File: src/rtl/dacfe_pkg.sv
package dacfe_pkg;
    typedef enum logic [1:0] {
        ST_IDLE  = 2'd0,
        ST_SHIFT = 2'd1,
        ST_LOAD  = 2'd2
    } fe_state_t;
endpackage

File: src/rtl/dacfe_sync.sv
module dacfe_sync #(
    parameter int NSIG   = 4,
    parameter int STAGES = 2,
    parameter logic [NSIG-1:0] RST_VAL = '0
) (
    input  logic            clk,
    input  logic            rst_n,
    input  logic [NSIG-1:0] async_in,
    output logic [NSIG-1:0] sync_out,
    output logic [NSIG-1:0] sync_dly
);
    for (genvar s = 0; s < NSIG; s++) begin : g_sig
        logic [STAGES-1:0] chain;
        logic              dly;
        always_ff @(posedge clk or negedge rst_n) begin
            if (!rst_n) begin
                chain <= {STAGES{RST_VAL[s]}};
                dly   <= RST_VAL[s];
            end else begin
                chain <= {chain[STAGES-2:0], async_in[s]};
                dly   <= chain[STAGES-1];
            end
        end
        assign sync_out[s] = chain[STAGES-1];
        assign sync_dly[s] = dly;
    end
endmodule

File: src/rtl/dacfe_ctrl.sv
module dacfe_ctrl
    import dacfe_pkg::*;
(
    input  logic clk,
    input  logic rst_n,
    input  logic sel_s,
    input  logic load_s,
    input  logic sclk_s,
    input  logic sclk_d,
    output logic shift_pulse,
    output logic fall_pulse,
    output logic sel_entry,
    output logic latch_en,
    output logic out_en
);
    fe_state_t state_q, state_d;

    always_comb begin
        state_d = state_q;
        unique case (state_q)
            ST_IDLE:  if (!sel_s) state_d = ST_SHIFT;
                      else if (!load_s) state_d = ST_LOAD;
            ST_SHIFT: if (sel_s) state_d = load_s ? ST_IDLE : ST_LOAD;
            ST_LOAD:  if (!sel_s) state_d = ST_SHIFT;
                      else if (load_s) state_d = ST_IDLE;
            default:  state_d = ST_IDLE;
        endcase
    end

    always_ff @(posedge clk or negedge rst_n) begin
        if (!rst_n) state_q <= ST_IDLE;
        else        state_q <= state_d;
    end

    always_comb begin
        shift_pulse = 1'b0;
        fall_pulse  = 1'b0;
        sel_entry   = 1'b0;
        latch_en    = 1'b0;
        out_en      = 1'b0;
        unique case (state_q)
            ST_IDLE:  sel_entry = !sel_s;
            ST_SHIFT: begin
                out_en      = 1'b1;
                shift_pulse = sclk_s & !sclk_d;
                fall_pulse  = !sclk_s & sclk_d;
            end
            ST_LOAD: begin
                latch_en  = 1'b1;
                sel_entry = !sel_s;
            end
            default: ;
        endcase
    end

    // the load state is reached only after select high with strobe low
    assert_load_gate_R8: assert property (@(posedge clk) disable iff (!rst_n)
        (state_q == ST_LOAD) |-> ($past(sel_s) && !$past(load_s)));
endmodule

File: src/rtl/dacfe_shifter.sv
module dacfe_shifter #(
    parameter int FRAME_W = 24
) (
    input  logic               clk,
    input  logic               rst_n,
    input  logic               shift_pulse,
    input  logic               fall_pulse,
    input  logic               sel_entry,
    input  logic               din_s,
    output logic [FRAME_W-1:0] frame,
    output logic               echo_bit
);
    logic hold_q;

    always_ff @(posedge clk or negedge rst_n) begin
        if (!rst_n) begin
            frame    <= '0;
            hold_q   <= 1'b0;
            echo_bit <= 1'b0;
        end else begin
            if (shift_pulse) begin
                hold_q <= frame[FRAME_W-1];
                frame  <= {frame[FRAME_W-2:0], din_s};
            end
            if (sel_entry)       echo_bit <= frame[FRAME_W-1];
            else if (fall_pulse) echo_bit <= hold_q;
        end
    end

    // the frame register moves only on a qualified rising edge
    assert_frame_gate_R3: assert property (@(posedge clk) disable iff (!rst_n)
        !shift_pulse |=> $stable(frame));
    // the echo register moves only on a falling edge or on select entry
    assert_echo_fall_R4: assert property (@(posedge clk) disable iff (!rst_n)
        !(fall_pulse || sel_entry) |=> $stable(echo_bit));
endmodule

File: src/rtl/dacfe_latch.sv
module dacfe_latch #(
    parameter int CODE_W = 12,
    parameter int NCH    = 2
) (
    input  logic                  clk,
    input  logic                  rst_n,
    input  logic                  latch_en,
    input  logic [NCH*CODE_W-1:0] frame,
    output logic [NCH*CODE_W-1:0] codes
);
    for (genvar c = 0; c < NCH; c++) begin : g_ch
        always_ff @(posedge clk or negedge rst_n) begin
            if (!rst_n)        codes[c*CODE_W +: CODE_W] <= '0;
            else if (latch_en) codes[c*CODE_W +: CODE_W] <= frame[c*CODE_W +: CODE_W];
        end
    end

    // a load copies the whole frame, upper half to the last channel
    assert_latch_copy_R2: assert property (@(posedge clk) disable iff (!rst_n)
        latch_en |=> (codes == $past(frame)));
    // latches hold outside a load
    assert_latch_hold_R10: assert property (@(posedge clk) disable iff (!rst_n)
        !latch_en |=> $stable(codes));
endmodule

File: src/rtl/dual_dac_frontend.sv
module dual_dac_frontend #(
    parameter int CODE_W      = 12,
    parameter int SYNC_STAGES = 2
) (
    input  logic              clk,
    input  logic              rst_n,
    input  logic              ser_clk,
    input  logic              ser_sel_n,
    input  logic              ser_din,
    input  logic              load_n,
    output logic              ser_dout,
    output logic              ser_dout_oe,
    output logic [CODE_W-1:0] code_a,
    output logic [CODE_W-1:0] code_b
);
    localparam int FRAME_W = 2 * CODE_W;

    logic [3:0]         raw, syn, dly;
    logic               shift_pulse, fall_pulse, sel_entry, latch_en, out_en, echo_bit;
    logic [FRAME_W-1:0] frame, codes;

    // order: {load_n, ser_sel_n, ser_clk, ser_din}
    assign raw = {load_n, ser_sel_n, ser_clk, ser_din};

    dacfe_sync #(.NSIG(4), .STAGES(SYNC_STAGES), .RST_VAL(4'b1100)) u_sync (
        .clk(clk), .rst_n(rst_n), .async_in(raw), .sync_out(syn), .sync_dly(dly));

    dacfe_ctrl u_ctrl (
        .clk(clk), .rst_n(rst_n), .sel_s(syn[2]), .load_s(syn[3]),
        .sclk_s(syn[1]), .sclk_d(dly[1]), .shift_pulse(shift_pulse),
        .fall_pulse(fall_pulse), .sel_entry(sel_entry), .latch_en(latch_en),
        .out_en(out_en));

    dacfe_shifter #(.FRAME_W(FRAME_W)) u_shift (
        .clk(clk), .rst_n(rst_n), .shift_pulse(shift_pulse), .fall_pulse(fall_pulse),
        .sel_entry(sel_entry), .din_s(syn[0]), .frame(frame), .echo_bit(echo_bit));

    dacfe_latch #(.CODE_W(CODE_W), .NCH(2)) u_latch (
        .clk(clk), .rst_n(rst_n), .latch_en(latch_en), .frame(frame), .codes(codes));

    assign code_a      = codes[CODE_W-1:0];
    assign code_b      = codes[FRAME_W-1:CODE_W];
    assign ser_dout_oe = out_en;
    assign ser_dout    = out_en ? echo_bit : 1'b1;
endmodule

File: config.mk
export PLATFORM = sky130hd
export DESIGN_NAME = dual_dac_frontend
export DESIGN_NICKNAME = d
export VERILOG_FILES = /design/src/rtl/dacfe_pkg.sv /design/src/rtl/dacfe_sync.sv /design/src/rtl/dacfe_ctrl.sv /design/src/rtl/dacfe_shifter.sv /design/src/rtl/dacfe_latch.sv /design/src/rtl/dual_dac_frontend.sv
export SDC_FILE = /design/constraint.sdc
export NUM_CORES = 1
export LEC_CHECK = 0
export BUFFER_PORTS_ARGS = -buffer_cell sky130_fd_sc_hd__buf_2
export CORE_AREA = 10 10 104 106
export DETAILED_ROUTE_END_ITERATION = 8
export DIE_AREA = 0 0 114 116
export GPL_ROUTABILITY_DRIVEN = 0
export PLACE_DENSITY = 0.48
export SYNTH_ARGS = -nofsm -noshare
export SYNTH_HDL_FRONTEND = slang
export SYNTH_HIERARCHICAL = 1
export SYNTH_SLANG_ARGS = --single-unit
File: constraint.sdc
create_clock -name clk -period 1.35 [get_ports clk]
set_input_delay 0.135 -clock clk [delete_from_list [all_inputs] [get_ports clk]]
set_output_delay 0.135 -clock clk [all_outputs]
set_load 0.02 [all_outputs]
==> results of run 1 <==
-- layer usage --
metal  wire length [microns]  part of all wire
met5                       0                 0
met3                     340             0.081
met1                    1880              0.45
met2                    1900              0.45
met4                      76             0.018
-- power breakdown --
group | internal [W] | leakage (nW) | total [W] | switching, W
logic | 0.000393 | 0.622 | 0.000692 | 0.000300
clock network | 0.000866 | 0.0997 | 0.00151 | 0.000641
registers | 0.00204 | 0.806 | 0.00217 | 0.000139
-- timing repair --
item	in CTS	in global routing
hold buffers	5	0
buffers inserted	1	0
gates cloned	0	2
setup endpoints to repair	22	50
resized for setup	5	3
endpoints found under the hold margin	61	0
-- final timing paths --
path / from / to / slack (ns) / cells past startpoint
setup reg to reg: u_ctrl/state_q[0] / u_shift/hold_q / -0.04 / 4
min in group clk: u_sync/g_sig[0].chain[0] / u_sync/g_sig[0].chain[1] / 0.35 / 0
max in group asynchronous: rst_n / u_sync/g_sig[3].chain[0] / 0.55 / 3
setup / recovery: u_ctrl/state_q[0] / u_shift/hold_q / -0.04 / 4
hold / removal: rst_n / u_latch/codes[18] / 0.21 / 2
hold reg to reg: u_sync/g_sig[0].chain[0] / u_sync/g_sig[0].chain[1] / 0.35 / 0
-- cell type report --
cell class,count,area (sq um)
Tap cell,108,135
Sequential cell,61,1530
Fill cell,853,5620
Clock inverter,1,5.00
Clock buffer,15,186
Multi-Input combinational cell,60,808
Inverter,1,3.75
Timing Repair Buffer,47,392
-- through the flow --
step	setup TNS (ns)	utilization	area, sq um	cells	hold WS, ns
CTS	-0.330	0.346	3000	291	0.189
floorplan	-2.88	-	2460	133	-0.161
global route	-2.09	0.353	3060	293	0.232
detailed placement	-0.480	0.315	2730	269	0.0224
finish	-0.162	0.353	3060	293	0.206
global placement	-0.0843	0.315	2730	269	0.0121
-- worst max-delay path, stage by stage (launching register included) --
cell                      delay [ns]
sky130_fd_sc_hd__dfrtp_1        0.37
sky130_fd_sc_hd__nor2b_4        0.15
sky130_fd_sc_hd__and3b_2        0.25
sky130_fd_sc_hd__buf_12         0.17
sky130_fd_sc_hd__mux2_2         0.34
-- registers in the layout, summed over array words and instances, names as in the netlist --
register	cells
u_latch/codes	24
u_shift/frame	24
u_sync/g_sig.chain	8
u_ctrl/state_q	2
u_shift/echo_bit	1
u_shift/hold_q	1
u_sync/g_sig.dly	1
==> out/qor.txt, run 1 <==
Status: finished with violations
Violations in the final reports: setup timing
Post-Place Setup Slack: -0.0567 ns
Worst slew margin relative to its limit: 0.820
Category of the worst setup path capture point: flip-flop
Transition time of the tightest slew-check pin: 0.269 ns
Required arrival time at the worst endpoint: 1.56 ns
Die height: 116 microns
Post-synthesis to final-layout area growth: 24.5%
WL per Instance: 14.3 microns
Number of CTS-inserted buffers: 9
Pin count of the biggest net entering global routing: 52
Total power: 0.00437 W
Core region area: 0.00868 sq mm
Critical path startpoint category: flip-flop
Clock tree buffer depth: 2
Number of maximum-capacitance constraint violations: 0
M1 GR Usage: 0.0750
Clock Latency Late Sink: 0.33 ns
GRT Total Usage: 0.0667
Clock tree root driver cell: sky130_fd_sc_hd__clkbuf_8
Post-DP HPWL: 2790 microns
Fin crit period: 1.39 ns
Number of vias per cell after detailed routing: 4.10
Yosys warnings: 6
Clk sink count: 61
Top Usage Layer GRT: met2
CTS tree: done
Number of core rows: 34
Syn nets: 139
Global-route wire length before repair: 6960 microns
Cell count after synthesis: 133
Antenna violations before repair: 0
Number of H-tree levels: 3
DRC violation total after the first TritonRoute iteration: 32
Power per standard cell area: 1430 mW/mm^2
Most frequent standard cell in the layout excluding fill and tap cells: sky130_fd_sc_hd__dfrtp_1
Clock transition at the registers of the reported paths: 0.06 ns
Antenna diode count: 0
RSZ-0062 raised after global routing: yes
Commonest cells after routing, fill and taps aside: sky130_fd_sc_hd__dfrtp_1, sky130_fd_sc_hd__mux2_4, sky130_fd_sc_hd__buf_2, sky130_fd_sc_hd__clkbuf_8
Via count: 1200
Count of input and output buffers: 31
Met3 track demand over resource in global routing: 0.0377
Data arrival at the endpoint of the critical path: 1.60 ns
Num ports: 32
Post-route fraction of the period consumed by the critical path: 1.03
Via count of the first global-routing pass: 1381
Total DRC errors in the routed layout: 0
Leakage power: 1.53 nW
Class of the tightest hold or removal check: in -> async
Final number of max-transition violations: 0
Nets: 186
Maximum resistive drop on vdd: 887 uV
Horizontal die dimension: 114 microns
Top achievable clock speed: 720 MHz
Met2 Usage GRT: 0.0979
Post-detailed-routing wire length: 4200 microns
Share of layout cells above drive strength 1: 0.611
Remaining number of nets flagged by the antenna check after routing: 0
Final Hold Fails: 0
Initial Utilization: 0.283
Mapped cell area: 0.00246 sq mm
Die area: 0.0132 sq mm
Critical setup path kind: reg -> reg
Crit path setup slack, layout: -0.0394 ns
Largest fanout of any net on the critical path: 14
Number of optimization iterations in the first detailed-route pass: 2
Final number of setup-violating endpoints: 16
Synth Area per Inst: 18.5 sq um
Overall overflow remaining after global route: 0
Maximum clock skew at final layout: 0.0106 ns
Note: power is estimated with default switching activity, not from simulation.
==> run 2, diff against run 1 <==
--- a/config.mk
+++ b/config.mk
@@ -6,12 +6,13 @@
 export NUM_CORES = 1
 export LEC_CHECK = 0
 export BUFFER_PORTS_ARGS = -buffer_cell sky130_fd_sc_hd__buf_2
-export CORE_AREA = 10 10 104 106
+export CAP_MARGIN = 20
+export CORE_AREA = 10 10 99 101
 export DETAILED_ROUTE_END_ITERATION = 8
-export DIE_AREA = 0 0 114 116
+export DIE_AREA = 0 0 109 111
 export GPL_ROUTABILITY_DRIVEN = 0
 export PLACE_DENSITY = 0.48
+export RECOVER_POWER = 100
 export SYNTH_ARGS = -nofsm -noshare
 export SYNTH_HDL_FRONTEND = slang
-export SYNTH_HIERARCHICAL = 1
 export SYNTH_SLANG_ARGS = --single-unit
==> run 2 against run 1 <==
Net effect: the flow still finishes with violations (setup timing); via count fell by 1.4%; critical endpoint is now ser_dout; largest cell class unchanged; global-route usage up 0.61 points; clock power increased by 12%.
==> out/qor.txt, run 2 <==
Remaining number of nets flagged by the antenna check after routing: 0 (unchanged)
Clock tree root driver cell: sky130_fd_sc_hd__clkbuf_8
Flop2flop setup slack: -0.06 ns (-0.02 ns)
Final number of max-transition violations: 0 (unchanged)
Number of vias per cell after detailed routing: 4.08 (-0.40%)
Num ports: 32 (unchanged)
Overall overflow remaining after global route: 0 (unchanged)
Count of input and output buffers: 31 (unchanged)
Maximum clock skew at final layout: 0.00853 ns (-0.00204 ns)
Setup crit start: u_ctrl.state_q[1]
Data arrival at the endpoint of the critical path: 1.32 ns (-0.28 ns)
Post-Place Setup Slack: -0.100 ns (-0.0438 ns)
Antenna violations before repair: 0 (unchanged)
Total DRC errors in the routed layout: 0 (unchanged)
Transition time of the tightest slew-check pin: 0.803 ns (+0.534 ns)
Share of layout cells above drive strength 1: 0.481 (-0.130)
Top achievable clock speed: 686 MHz (-4.7%)
Antenna diode count: 0 (unchanged)
Post-synthesis to final-layout area growth: 26.2%
Number of CTS-inserted buffers: 9 (unchanged)
Number of optimization iterations in the first detailed-route pass: 4 (+2)
Die area: 0.0121 sq mm (-8.5%)
RSZ-0062 raised after global routing: yes
Leakage power: 1.39 nW (-8.9%)
Post-detailed-routing wire length: 4100 microns (-2.4%)
Combinational fraction of design power: 0.134 (-0.024)
DRC violation total after the first TritonRoute iteration: 40 (+25%)
Syn nets: 134 (-3.6%)
Critical setup path kind: reg -> out
Synth Area per Inst: 18.1 sq um (-2.3%)
Worst slew margin relative to its limit: 0.465 (-0.356)
Via count of the first global-routing pass: 1329 (-3.8%)
WL per Instance: 14.1 microns (-1.3%)
Switching share of power: 0.248 (+0.000979)
CTS tree: done
Clock tree buffer depth: 2 (unchanged)
Clock Latency Late Sink: 0.34 ns (about the same)
Global-route wire length before repair: 6780 microns (-2.5%)
Endpoint of the lowest-slack register-to-register path: u_shift.frame[0]
Horizontal die dimension: 109 microns (-4.4%)
Most numerous cell in the Yosys netlist: sky130_fd_sc_hd__dfrtp_1
Clk sink count: 61 (unchanged)
Final number of setup-violating endpoints: 38 (+22)
Path depth of the worst reg2reg path: 4 (unchanged)
Number of synthesized flops with an enable pin: 0
Final non-filler cell area: 0.00292 sq mm (-4.7%)
Sequential fraction of the synthesis area: 0.662
Initial Utilization: 0.290 (+0.00685)
Layout filler cell count: 787 (-7.7%)
Number of core rows: 33 (-2.9%)
Fin crit period: 1.46 ns (+0.0679 ns)
Register area: 0.00153 sq mm (unchanged)
Clock Power Share: 0.380 (+0.035)
Cell count after synthesis: 128 (-3.8%)
Worst R2R Start: u_ctrl.state_q[1]
Hold WS: 0.354 ns (+0.148 ns)
Count of unique library cells instantiated by Yosys: 19
Number of maximum-capacitance constraint violations: 0 (unchanged)
Yosys warnings: 0 (-6)
Startpoint of the worst hold path: u_sync.g_sig[0].chain[0]
Commonest cells after routing, fill and taps aside: sky130_fd_sc_hd__dfrtp_1, sky130_fd_sc_hd__mux2_4, sky130_fd_sc_hd__clkbuf_1, sky130_fd_sc_hd__mux2_2, sky130_fd_sc_hd__clkbuf_8
Final Hold Fails: 0 (unchanged)
Commonest cells in the netlist: sky130_fd_sc_hd__dfrtp_1, sky130_fd_sc_hd__mux2_2, sky130_fd_sc_hd__mux2_4
Fraction of synthesized cell area taken by the top area cell type: 0.617
Category of the worst setup path capture point: output port
P_sw: 0.00110 W (+1.9%)
Pin count of the biggest net entering global routing: 62 (+19%)
Die height: 111 microns (-4.3%)
Leading register cell type out of synthesis: sky130_fd_sc_hd__dfrtp_1
Maximum resistive drop on vdd: 895 uV (+0.87%)
Nets: 186 (unchanged)
Critical path startpoint category: flip-flop
Most frequent standard cell in the layout excluding fill and tap cells: sky130_fd_sc_hd__dfrtp_1
#FFs+latches synth: 61
Mapped cell area: 0.00231 sq mm (-6.0%)
Class of the tightest hold or removal check: reg -> reg
Biggest registers after layout: u_latch.codes: 24 flops, u_shift.frame: 24 flops, u_sync.g_sig.chain: 8 flops
GRT Total Usage: 0.0728 (+0.00609)
Crit path setup slack, layout: -0.107 ns (-0.0679 ns)
Share of total power in sequential cells: 0.486 (-0.011)
Via count: 1183 (-1.4%)
Cell types with the largest area share after synthesis: sky130_fd_sc_hd__dfrtp_1, sky130_fd_sc_hd__mux2_2, sky130_fd_sc_hd__mux2_4, sky130_fd_sc_hd__dfstp_2, sky130_fd_sc_hd__buf_12
Number of H-tree levels: 3 (unchanged)
Placement Cell Area: 0.00261 sq mm (-4.7%)
Largest fanout of any net on the critical path: 2 (-12)
Internal cell power: 0.00334 W (+1.4%)
Required arrival time at the worst endpoint: 1.22 ns (-0.34 ns)
Hold worst-path end: u_sync.g_sig[0].chain[1]
Cell type with the highest aggregate area in the netlist: sky130_fd_sc_hd__dfrtp_1
Status: finished with violations
Post-DP HPWL: 2530 microns (-9.2%)
Core region area: 0.00797 sq mm (-8.2%)
Clock transition at the registers of the reported paths: 0.06 ns (about the same)
Hold Path Cell Cnt: 0
Share of synthesized flip-flops with an asynchronous set or reset: 1.00
Post-route fraction of the period consumed by the critical path: 1.08 (+0.0503)
Area used by multi-input combinational logic: 731 sq um (-9.6%)
Violations in the final reports: setup timing
Power per standard cell area: 1520 mW/mm^2 (+6.5%)
==> run 2: metrics by stage <==
step | power, W | std cells | TNS (ns) | utilization
2_1_floorplan | 0.00255 | 128 | -2.82 | -
3_3_place_gp | 0.00275 | 266 | -0.496 | 0.327
3_5_place_dp | 0.00276 | 266 | -1.12 | 0.327
4_1_cts | 0.00455 | 290 | -2.06 | 0.374
5_1_grt | 0.00468 | 290 | -3.59 | 0.366
6_report | 0.00444 | 290 | -1.38 | 0.366
==> run 2: kinds of logic after synthesis <==
| kind of cell | Yosys count | synth area share |
|---|---|---|
| buffers and inverters | 7 | 0.0303 |
| AOI/OAI and AO/OA | 3 | 0.00757 |
| muxes | 50 | 0.275 |
| DFF | 61 | 0.662 |
| and+or+nand+nor | 7 | 0.0243 |
==> run 2: area by class of cell <==
class / instances / area share
Inverter: 1 / 0.00129
Multi-Input combinational cell: 60 / 0.250
Sequential cell: 61 / 0.525
Timing Repair Buffer: 47 / 0.106
Clock inverter: 3 / 0.0146
Tap cell: 105 / 0.0450
Clock buffer: 13 / 0.0579
==> run 2: how the worst max path moves through the flow <==
stage / end / cells past startpoint
floorplan: u_shift.frame[10] / 5
global placement: u_shift.frame[23] / 4
detailed placement: u_shift.frame[23] / 4
CTS: ser_dout / 4
global route: ser_dout / 4
finish: ser_dout / 4
==> run 2: power groups by stage <==
stage	clock network (W)	logic (W)	registers [W]
5_1_grt	0.00184	0.000649	0.00219
2_1_floorplan	0	0.000270	0.00228
3_3_place_gp	0	0.000574	0.00218
6_report	0.00169	0.000594	0.00216
4_1_cts	0.00175	0.000646	0.00216
3_5_place_dp	0	0.000577	0.00219
==> run 2: timing repair <==
item / in CTS / in global routing
hold buffers: 5 / 0
cloned: 1 / 1
pin swaps: 0 / 0
buffers inserted: 2 / 1
endpoints found under the setup margin: 35 / 48
gates resized for setup: 18 / 5
hold endpoints to repair: 61 / 0
==> run 2: layer usage <==
layer	up-vias	part of all wire	routed length, microns	global-route usage
li1	546	-	-	-
met1	595	0.45	1850	0.0866
met2	36	0.44	1790	0.0972
met3	6	0.098	400	0.0477
met4	0	0.014	58	0.0369
met5	-	0	0	0
==> run 2: worst max-delay path: stages (launching register included) <==
cell and delay [ns]:
sky130_fd_sc_hd__dfrtp_1 0.40, sky130_fd_sc_hd__nor2b_4 0.13, sky130_fd_sc_hd__buf_6 0.10, sky130_fd_sc_hd__or2b_1 0.23, sky130_fd_sc_hd__buf_6 0.13
